`config.mk`:
```
export PLATFORM = sky130hd
export DESIGN_NAME = mono_colour_expander
export DESIGN_NICKNAME = d
export VERILOG_FILES = /design/src/rtl/xp_pkg.sv /design/src/rtl/xp_rst_sync.sv /design/src/rtl/xp_seq.sv /design/src/rtl/xp_colour.sv /design/src/rtl/mono_colour_expander.sv
export SDC_FILE = /design/constraint.sdc
export NUM_CORES = 1
export LEC_CHECK = 0
export BUFFER_PORTS_ARGS = -buffer_cell sky130_fd_sc_hd__buf_2
export CORE_ASPECT_RATIO = 0.5
export CORE_MARGIN = 10
export CORE_UTILIZATION = 50
export DETAILED_ROUTE_END_ITERATION = 10
export PLACE_DENSITY = 0.73
export SETUP_SLACK_MARGIN = 0.02
export SYNTH_ARGS = -nofsm -noshare
export SYNTH_HDL_FRONTEND = slang
export SYNTH_SLANG_ARGS = --single-unit
```
`constraint.sdc`:
```
create_clock -name clk -period 2.03 [get_ports clk]
set_clock_uncertainty 0.05 [all_clocks]
set_input_delay 0.1015 -clock clk [delete_from_list [all_inputs] [get_ports clk]]
set_output_delay 0.1015 -clock clk [all_outputs]
set_load 0.03 [all_outputs]
```
`src/rtl/xp_pkg.sv`:
```
package xp_pkg;

  // Latched operating mode of one accepted byte
  typedef enum logic [1:0] {
    XM_PASS   = 2'd0,  // byte written unchanged as one pixel
    XM_NARROW = 2'd1,  // eight pixels, low half of colours
    XM_NIBBLE = 2'd2   // four pixels from upper half, full colours
  } xmode_e;

  function automatic xmode_e xp_decode(input logic en, input logic nib);
    if (!en)     return XM_PASS;
    else if (nib) return XM_NIBBLE;
    else          return XM_NARROW;
  endfunction

endpackage

```
`src/rtl/xp_rst_sync.sv`:
```
module xp_rst_sync #(
  parameter int STAGES = 2
) (
  input  logic clk,
  input  logic rst_n,
  output logic rst_n_sync
);

  logic [STAGES-1:0] chain_q;

  always_ff @(posedge clk or negedge rst_n) begin
    if (!rst_n) chain_q <= '0;
    else        chain_q <= {chain_q[STAGES-2:0], 1'b1};
  end

  assign rst_n_sync = chain_q[STAGES-1];

endmodule

```
`src/rtl/xp_seq.sv`:
```
module xp_seq
  import xp_pkg::*;
#(
  parameter int PIX_W = 8,
  localparam int CNT_W = $clog2(PIX_W),
  localparam int HALF  = PIX_W / 2
) (
  input  logic             clk,
  input  logic             rst_n,
  input  logic             host_vld,
  input  logic [PIX_W-1:0] host_data,
  output logic             host_rdy,
  input  logic [PIX_W-1:0] fg_in,
  input  logic [PIX_W-1:0] bg_in,
  input  logic             cx_enable,
  input  logic             cx_nibble,
  input  logic             cx_transp,
  output logic             busy_o,
  output logic             last_o,
  output logic             bit_o,
  output logic [PIX_W-1:0] word_o,
  output xmode_e           mode_o,
  output logic             transp_o,
  output logic [PIX_W-1:0] fg_o,
  output logic [PIX_W-1:0] bg_o
);

  logic             busy_q, busy_d;
  logic [CNT_W-1:0] cnt_q, cnt_d;
  logic [PIX_W-1:0] sh_q, sh_d;
  xmode_e           mode_q, mode_d;
  logic             transp_q;
  logic [PIX_W-1:0] fg_q, bg_q;
  logic             take, last, sh_en;

  assign last     = busy_q && (cnt_q == '0);
  assign host_rdy = rst_n && (!busy_q || last);
  assign take     = host_vld && host_rdy;
  assign sh_en    = take || busy_q;

  // Next-state logic
  always_comb begin
    busy_d = busy_q;
    cnt_d  = cnt_q;
    sh_d   = sh_q;
    mode_d = xp_decode(cx_enable, cx_nibble);
    if (take) begin
      busy_d = 1'b1;
      sh_d   = host_data;
      unique case (mode_d)
        XM_NARROW: cnt_d = CNT_W'(PIX_W - 1);
        XM_NIBBLE: cnt_d = CNT_W'(HALF - 1);
        default:   cnt_d = '0;
      endcase
    end else if (busy_q) begin
      if (last) begin
        busy_d = 1'b0;
      end else begin
        cnt_d = cnt_q - 1'b1;
        sh_d  = {sh_q[PIX_W-2:0], 1'b0};
      end
    end
  end

  // Control registers
  always_ff @(posedge clk or negedge rst_n) begin
    if (!rst_n) begin
      busy_q <= 1'b0;
      cnt_q  <= '0;
    end else begin
      busy_q <= busy_d;
      cnt_q  <= cnt_d;
    end
  end

  // Data path registers with explicit enables
  always_ff @(posedge clk or negedge rst_n) begin
    if (!rst_n) begin
      sh_q <= '0;
    end else if (sh_en) begin
      sh_q <= sh_d;
    end
  end

  always_ff @(posedge clk or negedge rst_n) begin
    if (!rst_n) begin
      mode_q   <= XM_PASS;
      transp_q <= 1'b0;
      fg_q     <= '0;
      bg_q     <= '0;
    end else if (take) begin
      mode_q   <= mode_d;
      transp_q <= cx_transp;
      fg_q     <= fg_in;
      bg_q     <= bg_in;
    end
  end

  assign busy_o   = busy_q;
  assign last_o   = last;
  assign bit_o    = sh_q[PIX_W-1];
  assign word_o   = sh_q;
  assign mode_o   = mode_q;
  assign transp_o = transp_q;
  assign fg_o     = fg_q;
  assign bg_o     = bg_q;

  AST_CFG_FROZEN: assert property (@(posedge clk) disable iff (!rst_n)
    busy_q && !last |=> $stable(fg_q) && $stable(bg_q) && $stable(mode_q) && $stable(transp_q))
    else $error("configuration changed during a burst");

endmodule

```
`src/rtl/xp_colour.sv`:
```
module xp_colour
  import xp_pkg::*;
#(
  parameter int PIX_W = 8,
  localparam int HALF = PIX_W / 2
) (
  input  xmode_e           mode,
  input  logic             transp,
  input  logic             src_bit,
  input  logic [PIX_W-1:0] word,
  input  logic [PIX_W-1:0] fg,
  input  logic [PIX_W-1:0] bg,
  output logic [PIX_W-1:0] pix,
  output logic             we
);

  logic [PIX_W-1:0] pick;

  assign pick = src_bit ? fg : bg;

  always_comb begin
    unique case (mode)
      XM_NARROW: begin
        pix = {{(PIX_W-HALF){1'b0}}, pick[HALF-1:0]};
        we  = src_bit || !transp;
      end
      XM_NIBBLE: begin
        pix = pick;
        we  = src_bit || !transp;
      end
      default: begin
        pix = word;
        we  = 1'b1;
      end
    endcase
  end

endmodule

```
`src/rtl/mono_colour_expander.sv`:
```
module mono_colour_expander
  import xp_pkg::*;
#(
  parameter int PIX_W       = 8,
  parameter int SYNC_STAGES = 2,
  localparam int HALF = PIX_W / 2
) (
  input  logic             clk,
  input  logic             rst_n,
  input  logic             host_vld,
  input  logic [PIX_W-1:0] host_data,
  output logic             host_rdy,
  input  logic [PIX_W-1:0] fg_colour,
  input  logic [PIX_W-1:0] bg_colour,
  input  logic             cx_enable,
  input  logic             cx_nibble,
  input  logic             cx_transp,
  output logic             pix_vld,
  output logic [PIX_W-1:0] pix_data,
  output logic             pix_we,
  output logic             pix_last
);

  logic             rst_n_s;
  logic             busy, last, cur_bit, transp;
  logic [PIX_W-1:0] word, fg_l, bg_l;
  xmode_e           mode;

  xp_rst_sync #(.STAGES(SYNC_STAGES)) u_rst (
    .clk        (clk),
    .rst_n      (rst_n),
    .rst_n_sync (rst_n_s)
  );

  xp_seq #(.PIX_W(PIX_W)) u_seq (
    .clk       (clk),
    .rst_n     (rst_n_s),
    .host_vld  (host_vld),
    .host_data (host_data),
    .host_rdy  (host_rdy),
    .fg_in     (fg_colour),
    .bg_in     (bg_colour),
    .cx_enable (cx_enable),
    .cx_nibble (cx_nibble),
    .cx_transp (cx_transp),
    .busy_o    (busy),
    .last_o    (last),
    .bit_o     (cur_bit),
    .word_o    (word),
    .mode_o    (mode),
    .transp_o  (transp),
    .fg_o      (fg_l),
    .bg_o      (bg_l)
  );

  xp_colour #(.PIX_W(PIX_W)) u_col (
    .mode    (mode),
    .transp  (transp),
    .src_bit (cur_bit),
    .word    (word),
    .fg      (fg_l),
    .bg      (bg_l),
    .pix     (pix_data),
    .we      (pix_we)
  );

  assign pix_vld  = busy;
  assign pix_last = last;

  AST_RDY_HELD_LOW: assert property (@(posedge clk) disable iff (!rst_n_s)
    pix_vld && !pix_last |-> !host_rdy)
    else $error("ready raised while pixels remain");

  AST_ACCEPT_THEN_PIXEL: assert property (@(posedge clk) disable iff (!rst_n_s)
    host_vld && host_rdy |=> pix_vld)
    else $error("no pixel after acceptance");

  AST_BURST_CONTINUES: assert property (@(posedge clk) disable iff (!rst_n_s)
    pix_vld && !pix_last |=> pix_vld)
    else $error("gap inside a burst");

  AST_DRAIN_ENDS: assert property (@(posedge clk) disable iff (!rst_n_s)
    pix_vld && pix_last && !(host_vld && host_rdy) |=> !pix_vld)
    else $error("pixel issued after final pixel");

  AST_PASS_WRITES: assert property (@(posedge clk) disable iff (!rst_n_s)
    pix_vld && (mode == XM_PASS) |-> pix_we && pix_last)
    else $error("pass-through pixel not written as single pixel");

  AST_NARROW_HIGH_CLEAR: assert property (@(posedge clk) disable iff (!rst_n_s)
    pix_vld && (mode == XM_NARROW) |-> (pix_data[PIX_W-1:HALF] == '0))
    else $error("narrow pixel has upper bits set");

endmodule

```
# Yosys cells after proc, flatten, opt, wreduce, memory -nomap -nowiden
# Cells that the tools add are included.
# W data, S select, Z words.
totals:
  regBits: 33
  input_bits: 30
  out_inout_bits: 12
classes:
  n_addsub: 1
  eq_ne: 5
  muxes: 15
  reduce_logical: 13
op_table:
  columns: ["cell", "n"]
  rows:
  - ["$mux W8", 4]
  - ["$pmux W8 S2", 1]
  - ["$mux W3", 3]
  - ["$pmux W3 S2", 1]
  - ["$eq A2 B1 Y1 const B", 2]
  - ["$eq A2 B2 Y1 const B", 2]
  - ["$mux W1", 4]
  - ["$mux W2", 2]
  - ["$logic_and A1 B1 Y1", 3]
  - ["$logic_not A3 Y1", 1]
  - ["$logic_or A1 B1 Y1", 3]
  - ["$reduce_and A3 Y1", 1]
  - ["$sub A3 B1 Y3 const B", 1]
  - ["$logic_not A1 Y1", 2]
  - ["$ne A2 B1 Y1 const B", 1]
  - ["$reduce_and A2 Y1", 1]
  - ["$reduce_bool A2 Y1", 1]
  - ["$reduce_or A2 Y1", 1]

# Logic depth before layout (Yosys ltp)
# Gate-level depths: netlist of run 1.
depth:
  ltp_word: 7
  mapped_depth: 6
  ltp_nobuf: 5

# Modules after synthesis
# A second synthesis of run 1 with hierarchy kept.
unflattened:
  hier_cells: 144
  area_unflattened_um2: 1701.6
by_module_without_submodules:
  columns: ["mod", "n_inst", "cells_per_inst", "area_each_um2", "seq_area_each_um2"]
  rows:
  - ["xp_seq", 1, 107, 1410.1, 775.7]
  - ["xp_colour", 1, 34, 237.7, 0.0]
  - ["xp_rst_sync", 1, 3, 53.8, 50.0]

# Worst setup path before layout of run 1
# Ideal clock, no wire load.
synth_timing:
  path_kind: "register to register"
  startpoint: "register u_rst.chain_q[1]"
  endpoint: "register u_seq.bg_q[0], in the netlist u_seq.bg_o[0]"
  setup_time_ps: 125
  t_arrival_ps: 1942
  setup_slack_ps: -87
  stages_incl_launch_ff: 5
  synth_period_minus_slack_ps: 2117
  cell_sequence: "dfrtp_1 nand2_2 a21oi_4 buf_6 mux2_4"
synth_via:
  elab_chain_len: 2
synth_rtl:
  columns: ["item", "line_no", "source"]
  rows:
  - ["start: declaration", "xp_rst_sync.sv:9", "logic [STAGES-1:0] chain_q;"]
  - ["start signal: assignment", "xp_rst_sync.sv:13", "else chain_q <= {chain_q[STAGES-2:0], 1'b1};"]
  - ["$logic_and A1 B1 Y1", "xp_seq.sv:37", "assign host_rdy = rst_n && (!busy_q || last);"]
  - ["$logic_and A1 B1 Y1", "xp_seq.sv:38", "assign take = host_vld && host_rdy;"]
  - ["end signal: assignment", "xp_seq.sv:95", "bg_q <= bg_in;"]
  - ["end: declaration", "xp_seq.sv:33", "logic [PIX_W-1:0] fg_q, bg_q;"]
# No other way between the ends.
# A chain may end at the register's enable or synchronous reset.

# Worst setup path in the final report of run 1
layout_timing:
  startpoint: "register u_seq.mode_q[0], in the netlist u_seq.mode_o[0]"
  endpoint: "output pix_data[7]"
layout_via:
  elab_chain_len: 2
  word_cells_on_any_way: 3
layout_rtl:
  columns: ["item", "line_no", "source"]
  rows:
  - ["start: declaration", "xp_seq.sv:31", "xmode_e mode_q, mode_d;"]
  - ["start signal: assignment", "xp_seq.sv:92", "mode_q <= mode_d;"]
  - ["$eq A2 B2 Y1 or $eq A2 B1 Y1 (tied branches)", "xp_colour.sv:22", "unique case (mode)"]
  - ["$pmux W8 S2 *", "xp_colour.sv:22", null]
  - ["end: declaration", "mono_colour_expander.sv:19", "output logic [PIX_W-1:0] pix_data,"]
# Every way passes the cells marked *; elsewhere a longest branch is shown, timed or not.

==> results of run 1 <==
==> cells in the final DEF, fill, tap and decap left out, types with 2 or more instances in the layout <==
master         synthesis  routed
clkbuf_8               0       6
clkbuf_1               1       2
mux2i_1               15      15
o21ai_0               14      14
ha_1                   4       3
nor2_1                 2       2
a211o_1                2       2
and2_1                 2       2
a21oi_1                2       2
mux2_4                18      18
a22o_1                 2       2
nand3_1                8       8
nand2_1               15      15
buf_4                  1       5
buf_2                  3      41
dfrtp_1               33      32
inv_1                  5       5
dlygate4sd3_1          0      16
==> worst max path at each step <==
| stage | end | slack, ps | depth (start not counted) |
|---|---|---|---|
| 3_3_place_gp | u_seq.bg_o[1] | 330 | 6 |
| 5_1_grt | pix_data[2] | 60 | 5 |
| 3_5_place_dp | u_seq.fg_o[2] | 230 | 6 |
| 4_1_cts | pix_data[7] | 80 | 6 |
| 6_report | pix_data[7] | 150 | 6 |
| 2_1_floorplan | pix_data[0] | 110 | 5 |
==> through the flow <==
| stage | cell area [um2] | setup slack (ps) | hold slack, ps | util | std cells |
|---|---|---|---|---|---|
| 2_1_floorplan | 1720 | 109 | -244 | - | 143 |
| 3_3_place_gp | 1950 | 328 | -163 | 0.621 | 221 |
| 3_5_place_dp | 1950 | 235 | -160 | 0.621 | 221 |
| 4_1_cts | 2190 | 75.4 | 0.434 | 0.699 | 244 |
| 5_1_grt | 2210 | 63.5 | 1.87 | 0.705 | 245 |
| 6_report | 2210 | 147 | 0.529 | 0.705 | 245 |
==> timing repair <==
action | 4_1_cts | 5_1_grt
endpoints found under the setup margin | 1 | 4
hold endpoints to repair | 16 | 1
hold buffers | 15 | 1
resized for setup | 1 | 1
==> worst register-to-register path, cell delays in order, from the launching register on <==
cell and delay [ps]:
dfrtp_1 360, inv_1 120, ha_1 250, nand2b_4 150, a21oi_4 190, buf_4 260
mux2_4 330
==> layer usage <==
| metal | wire [um] | up-vias | share of wire | global-route usage |
|---|---|---|---|---|
| met5 | 0 | - | 0 | 0 |
| met4 | 68 | 0 | 0.017 | 0.0589 |
| met3 | 195 | 8 | 0.049 | 0.0492 |
| met2 | 1840 | 29 | 0.46 | 0.218 |
| met1 | 1910 | 589 | 0.48 | 0.171 |
| li1 | - | 619 | - | - |
==> cell families after synthesis <==
family          after synthesis
simple gates                 34
mux                          33
flops                        33
compound gates               25
buf+inv                      13
fa+ha+maj                     4
other cells                   1
==> area by class of cell <==
class,count,area (um2)
tap,40,50.0
clock buffer,8,90.1
timing repair buffer,62,403
fill,233,925
multi-input combinational,97,822
inverter,5,18.8
sequential,33,827
==> synthesized netlist by cell type, drive strengths merged <==
master and n:
nor2 2, a211o 2, nor2b 1, nand3 8, nand2b 2, o211a 1, a21oi 3, mux2i 15
nand2 16, and3 1, and2 3, a31oi 1, conb 1, o21ai 14, a211oi 1, dfrtp 33
ha 4, o21bai 1, buf 7, clkbuf 1, inv 5, a22o 2, nor4b 1, mux2 18
==> sequential cells by signal, summed over array words and instances (netlist names) <==
signal          flops
u_rst.chain_q       2
u_seq.bg_o          8
u_seq.busy_o        1
u_seq.cnt_q         3
u_seq.fg_o          8
u_seq.mode_o        2
u_seq.transp_o      1
u_seq.word_o        8
==> power by group <==
group	switching [uW]	internal, uW
sequential	242	958
combinational	888	799
clock	237	276
total	1370	2030
==> run_results.csv, run 1 <==
group,metric,value,unit
setup_path,end_kind,"output port",
run,cap_viol_max_count,0,
timing,setup-tns-final,0,ps
place,io_buffers,41,
grt,grt_pass1_wl,6.66,mm
grt,antenna_found_initial,0,
setup_path,path_class,"reg2out",
grt,grt_pass1_vias,1351,
setup_path,r2r-end,"u_seq.bg_o[4]",
route,wl,4.01,mm
setup_path,reg2reg_slack,200,ps
worst_hold_path,worstHoldPathCells,2,
setup_path,path_buf_inv,2,
floorplanning,die-area,6310,um2
clock_tree,postCtsSetupBuffers,0,
worst_hold_path,whs_endpoint,"u_seq.fg_o[6]",
synthesis,synth_top_area_cell,"dfrtp_1",
setup_path,crit_required,1880,ps
synthesis,synthAdderAreaFrac,0.0292,
route,drt_iter0_markers,61,
status,status,"completed",
synthesis,syn_area,1710,um2
setup_path,crit_slowest_cell,"dfrtp_1",
setup_path,crit_top_cell,"a22o_1",
floorplanning,die_h,61.4,um
place,gp_congestion,0.782,
synthesis,synthMuxAreaShare,0.245,
pwr,power,3400,uW
route,vias,1245,
clock_tree,htreeDepth,2,
setup_path,startpoint,"u_seq.mode_o[0]",
cells_and_area,layout.nets,238,
synthesis,syn_avg_cell_area,12.0,um2
cells_and_area,syn_to_final_growth,29.0,%
synthesis,synth_cell_type_count,30,
timing,final.period_utilization,0.928,
synthesis,ys_seq_elements,33,
clock_tree,clk_latency,290,ps
setup_path,cp_data_arrival_time,1730,ps
clock_tree,root_buffer,"clkbuf_8",
clock_tree,clockBufferDepth,2,
setup_path,critPathMaxFanout,11,
cells_and_area,drive_gt1_frac,0.371,
floorplanning,start_util,0.547,
grt,gr-total-overflow,0,
setup_path,rr_startpoint,"u_seq.cnt_q[0]",
setup_path,start_kind,"flip-flop",
timing,slew_viol_final,0,
route,drtPass1Iterations,4,
setup_path,crit_family,"flip-flops",
synthesis,synth_xor_area_frac,0,
floorplanning,coreArea,3140,um2
setup_path,crit_chain,"inv_1 -> ha_4 -> nor2_1 -> a22o_1 -> a22o_1 -> buf_2",
clock_tree,cts_tree,"done",
worst_hold_path,hold_start,"fg_colour[6]",
synthesis,syn_inst,143,
synthesis,ys_seq_area_frac,0.482,
route,antenna_left,0,
cells_and_area,diodes,0,
floorplanning,ioPinCount,42,
floorplanning,num_rows,14,
clock_tree,cts_num_sinks,33,
clock_tree,path_clk_slew,70,ps
synthesis,synth_top_family_by_area,"multiplexers",
timing,rsz0062_at_grt,"false",
synthesis,synth_compound_area_frac,0.0949,
pwr,vdd_drop_max,657,uV
pwr,p_per_area,1540,nW/um2
synthesis,synth_top_cell_area_share,0.482,
timing,setup_violations,0,
setup_path,cp_slowest_stage_delay,380,ps
synthesis,yosysWarnings,0,
clock_tree,cts-buffers-inserted,5,
grt,grt_max_degree,30,
grt,grt_use_total,0.138,
timing,fmax,0.531,GHz
place,hpwl,2.88,mm
route,drc_errors,0,
synthesis,yosys-top-cells-area,"dfrtp_1 (48%), mux2_4 (16%), mux2i_1 (8.8%)",
route,routedWlPerCell,16.4,um
synthesis,synthSimpleGateAreaFrac,0.101,
worst_hold_path,hold_path_class,"in2reg",
synthesis,synth_nets,177,
setup_path,ff2ff_path_depth,6,
timing,fin_crit,1880,ps
floorplanning,die_w,103,um
route,vias_per_cell,5.08,
pwr,power.leakage,0.00109,uW
timing,finalHoldViolCount,0,
(Power assumes the default switching activity.)
==> run 2, diff against run 1 <==
- CORE_UTILIZATION: 50 -> 48
- CTS_BUF_LIST: unset -> sky130_fd_sc_hd__clkbuf_2
- PLACE_DENSITY: 0.73 -> 0.71
==> run 2 against run 1 <==
Compared with the run above:
- critical path type unchanged
- critical path depth unchanged
- first-iteration DRC count increased by 21%
- clock-buffer cell count decreased by 1
- largest power group unchanged
- flip-flop and latch count unchanged
==> run_results.csv, run 2 (synthesis gave the netlist of run 1 again) <==
group,metric,value,unit
route,routedWlPerCell,15.8,um
timing,fin_crit,1920,ps
setup_path,crit_chain,"inv_1 -> ha_4 -> nor2_1 -> a22o_1 -> a22o_1 -> buf_4",
pwr,power.leakage,0.00113,uW
route,vias,1341,
pwr,p_per_area,1390,nW/um2
clock_tree,clk_latency,370,ps
place,dpl_cell_area,1960,um2
setup_path,crit_slowest_cell,"dfrtp_1",
route,wl,4.26,mm
setup_path,rr_startpoint,"u_seq.cnt_q[0]",
cells_and_area,layout.nets,252,
grt,grt_pass1_vias,1416,
floorplanning,die_w,105,um
floorplanning,start_util,0.499,
pwr,power_switching,1350,uW
setup_path,crit_required,1880,ps
setup_path,r2r-end,"u_seq.fg_o[4]",
worst_hold_path,hold_start,"host_data[5]",
setup_path,reg2reg_slack,260,ps
pwr,p_int,1890,uW
route,drt_iter0_markers,74,
route,antenna_left,0,
timing,setup_violations,0,
setup_path,ff2ff_path_depth,6,
timing,finalHoldViolCount,0,
setup_path,crit_path_end,"pix_data[7]",
grt,antenna_found_initial,0,
setup_path,end_kind,"output port",
cells_and_area,layout_commonest_cell,"buf_2",
cells_and_area,syn_to_final_growth,36.1,%
setup_path,cp_slowest_stage_delay,390,ps
place,io_buffers,41,
cells_and_area,fillers,271,
clock_tree,clockBufferDepth,2,
run,cap_viol_max_count,0,
timing,fmax,0.521,GHz
route,drtPass1Iterations,4,
clock_tree,htreeDepth,2,
floorplanning,die_h,62.3,um
setup_path,startpoint,"u_seq.mode_o[0]",
clock_tree,cts-buffers-inserted,5,
setup_path,crit_top_cell,"a22o_1",
route,vias_per_cell,4.97,
timing,timing.hold.ws,29.2,ps
clock_tree,root_buffer,"clkbuf_2",
floorplanning,coreArea,3430,um2
floorplanning,num_rows,15,
timing,setup-tns-final,0,ps
place,pre_cts_ws,292,ps
place,hpwl,2.87,mm
pwr,pwr-share-clk,0.094,
grt,gr-total-overflow,0,
status,status,"completed",
clock_tree,cts_tree,"done",
timing,relSlewSlack,0.619,
timing,final.period_utilization,0.945,
floorplanning,die-area,6510,um2
setup_path,start_kind,"flip-flop",
pwr,pwr-share-comb,0.529,
pwr,power,3240,uW
clock_tree,cts_num_sinks,33,
worst_hold_path,hold_path_class,"in2reg",
grt,grt_max_degree,26,
cells_and_area,mostFrequentLayoutCells,"buf_2 (39), dfrtp_1 (32), dlygate4sd3_1 (30)",
setup_path,critPathMaxFanout,8,
cells_and_area,drive_gt1_frac,0.356,
cells_and_area,final_area,2330,um2
timing,slew_viol_final,0,
timing,worst_slew_pin_slew,572,ps
setup_path,cp_data_arrival_time,1770,ps
route,drc_errors,0,
setup_path,path_class,"reg2out",
floorplanning,ioPinCount,42,
pwr,p_sw_frac,0.417,
pwr,seqPwrFrac,0.378,
grt,grt_pass1_wl,6.93,mm
cells_and_area,diodes,0,
grt,grt_use_total,0.131,
place,gp_congestion,0.731,
pwr,vdd_drop_max,702,uV
clock_tree,path_clk_slew,180,ps
timing,fin_ws,112,ps
[run 2: repair_timing]
action	in CTS	in global routing
buffers inserted	1	1
hold buffers	30	0
pin swaps	0	1
setup endpoints to repair	8	4
gates resized for setup	2	4
hold endpoints to repair	28	0
[run 2: final cells by class]
type | instances | area, um2 | area share
Tap cell | 51 | 63.8 | 0.0273
Timing Repair Buffer | 76 | 561 | 0.240
Inverter | 5 | 18.8 | 0.00804
Sequential cell | 33 | 827 | 0.354
Multi-Input combinational cell | 97 | 825 | 0.353
Clock buffer | 7 | 35.0 | 0.0150
Clock inverter | 1 | 3.75 | 0.00161
[run 2: critical path: cells and delay by family (launching register included)]
kind / cells / cell delay (ps)
buffers and inverters: 2 / 240
AND/OR/NAND/NOR: 1 / 60
AO/OA/AOI/OAI: 2 / 390
adder cells (fa/ha/maj): 1 / 300
flip-flops: 1 / 390
[run 2: how the worst min path moves through the flow]
| stage | endpoint | slack (ps) | depth (start not counted) |
|---|---|---|---|
| floorplan | u_rst.chain_q[0] | -240 | 0 |
| detailed placement | u_rst.chain_q[0] | -160 | 1 |
| CTS | u_seq.word_o[5] | 10 | 3 |
| finish | u_seq.word_o[5] | 30 | 3 |
| global route | u_seq.word_o[5] | 20 | 3 |
| global placement | u_rst.chain_q[0] | -160 | 1 |
[run 2: metal layers]
layer,global-route usage,vias to the layer above,share of wire
li1,-,651,-
met1,0.155,659,0.45
met5,0,-,0
met2,0.223,26,0.50
met4,0.0414,0,0.012
met3,0.0391,5,0.040
[run 2: power groups by stage]
stage | logic (uW) | clock network [uW] | registers, uW
2_1_floorplan | 1300 | 0 | 1130
3_3_place_gp | 1550 | 0 | 1220
3_5_place_dp | 1590 | 0 | 1230
4_1_cts | 1680 | 312 | 1220
5_1_grt | 1850 | 335 | 1270
6_report | 1710 | 303 | 1220
[run 2: per-stage QoR]
stage | instances | util
after detailed placement | 230 | 0.570
after global placement | 230 | 0.570
after floorplan | 143 | -
after global routing | 270 | 0.679
final | 270 | 0.679
after CTS | 269 | 0.675
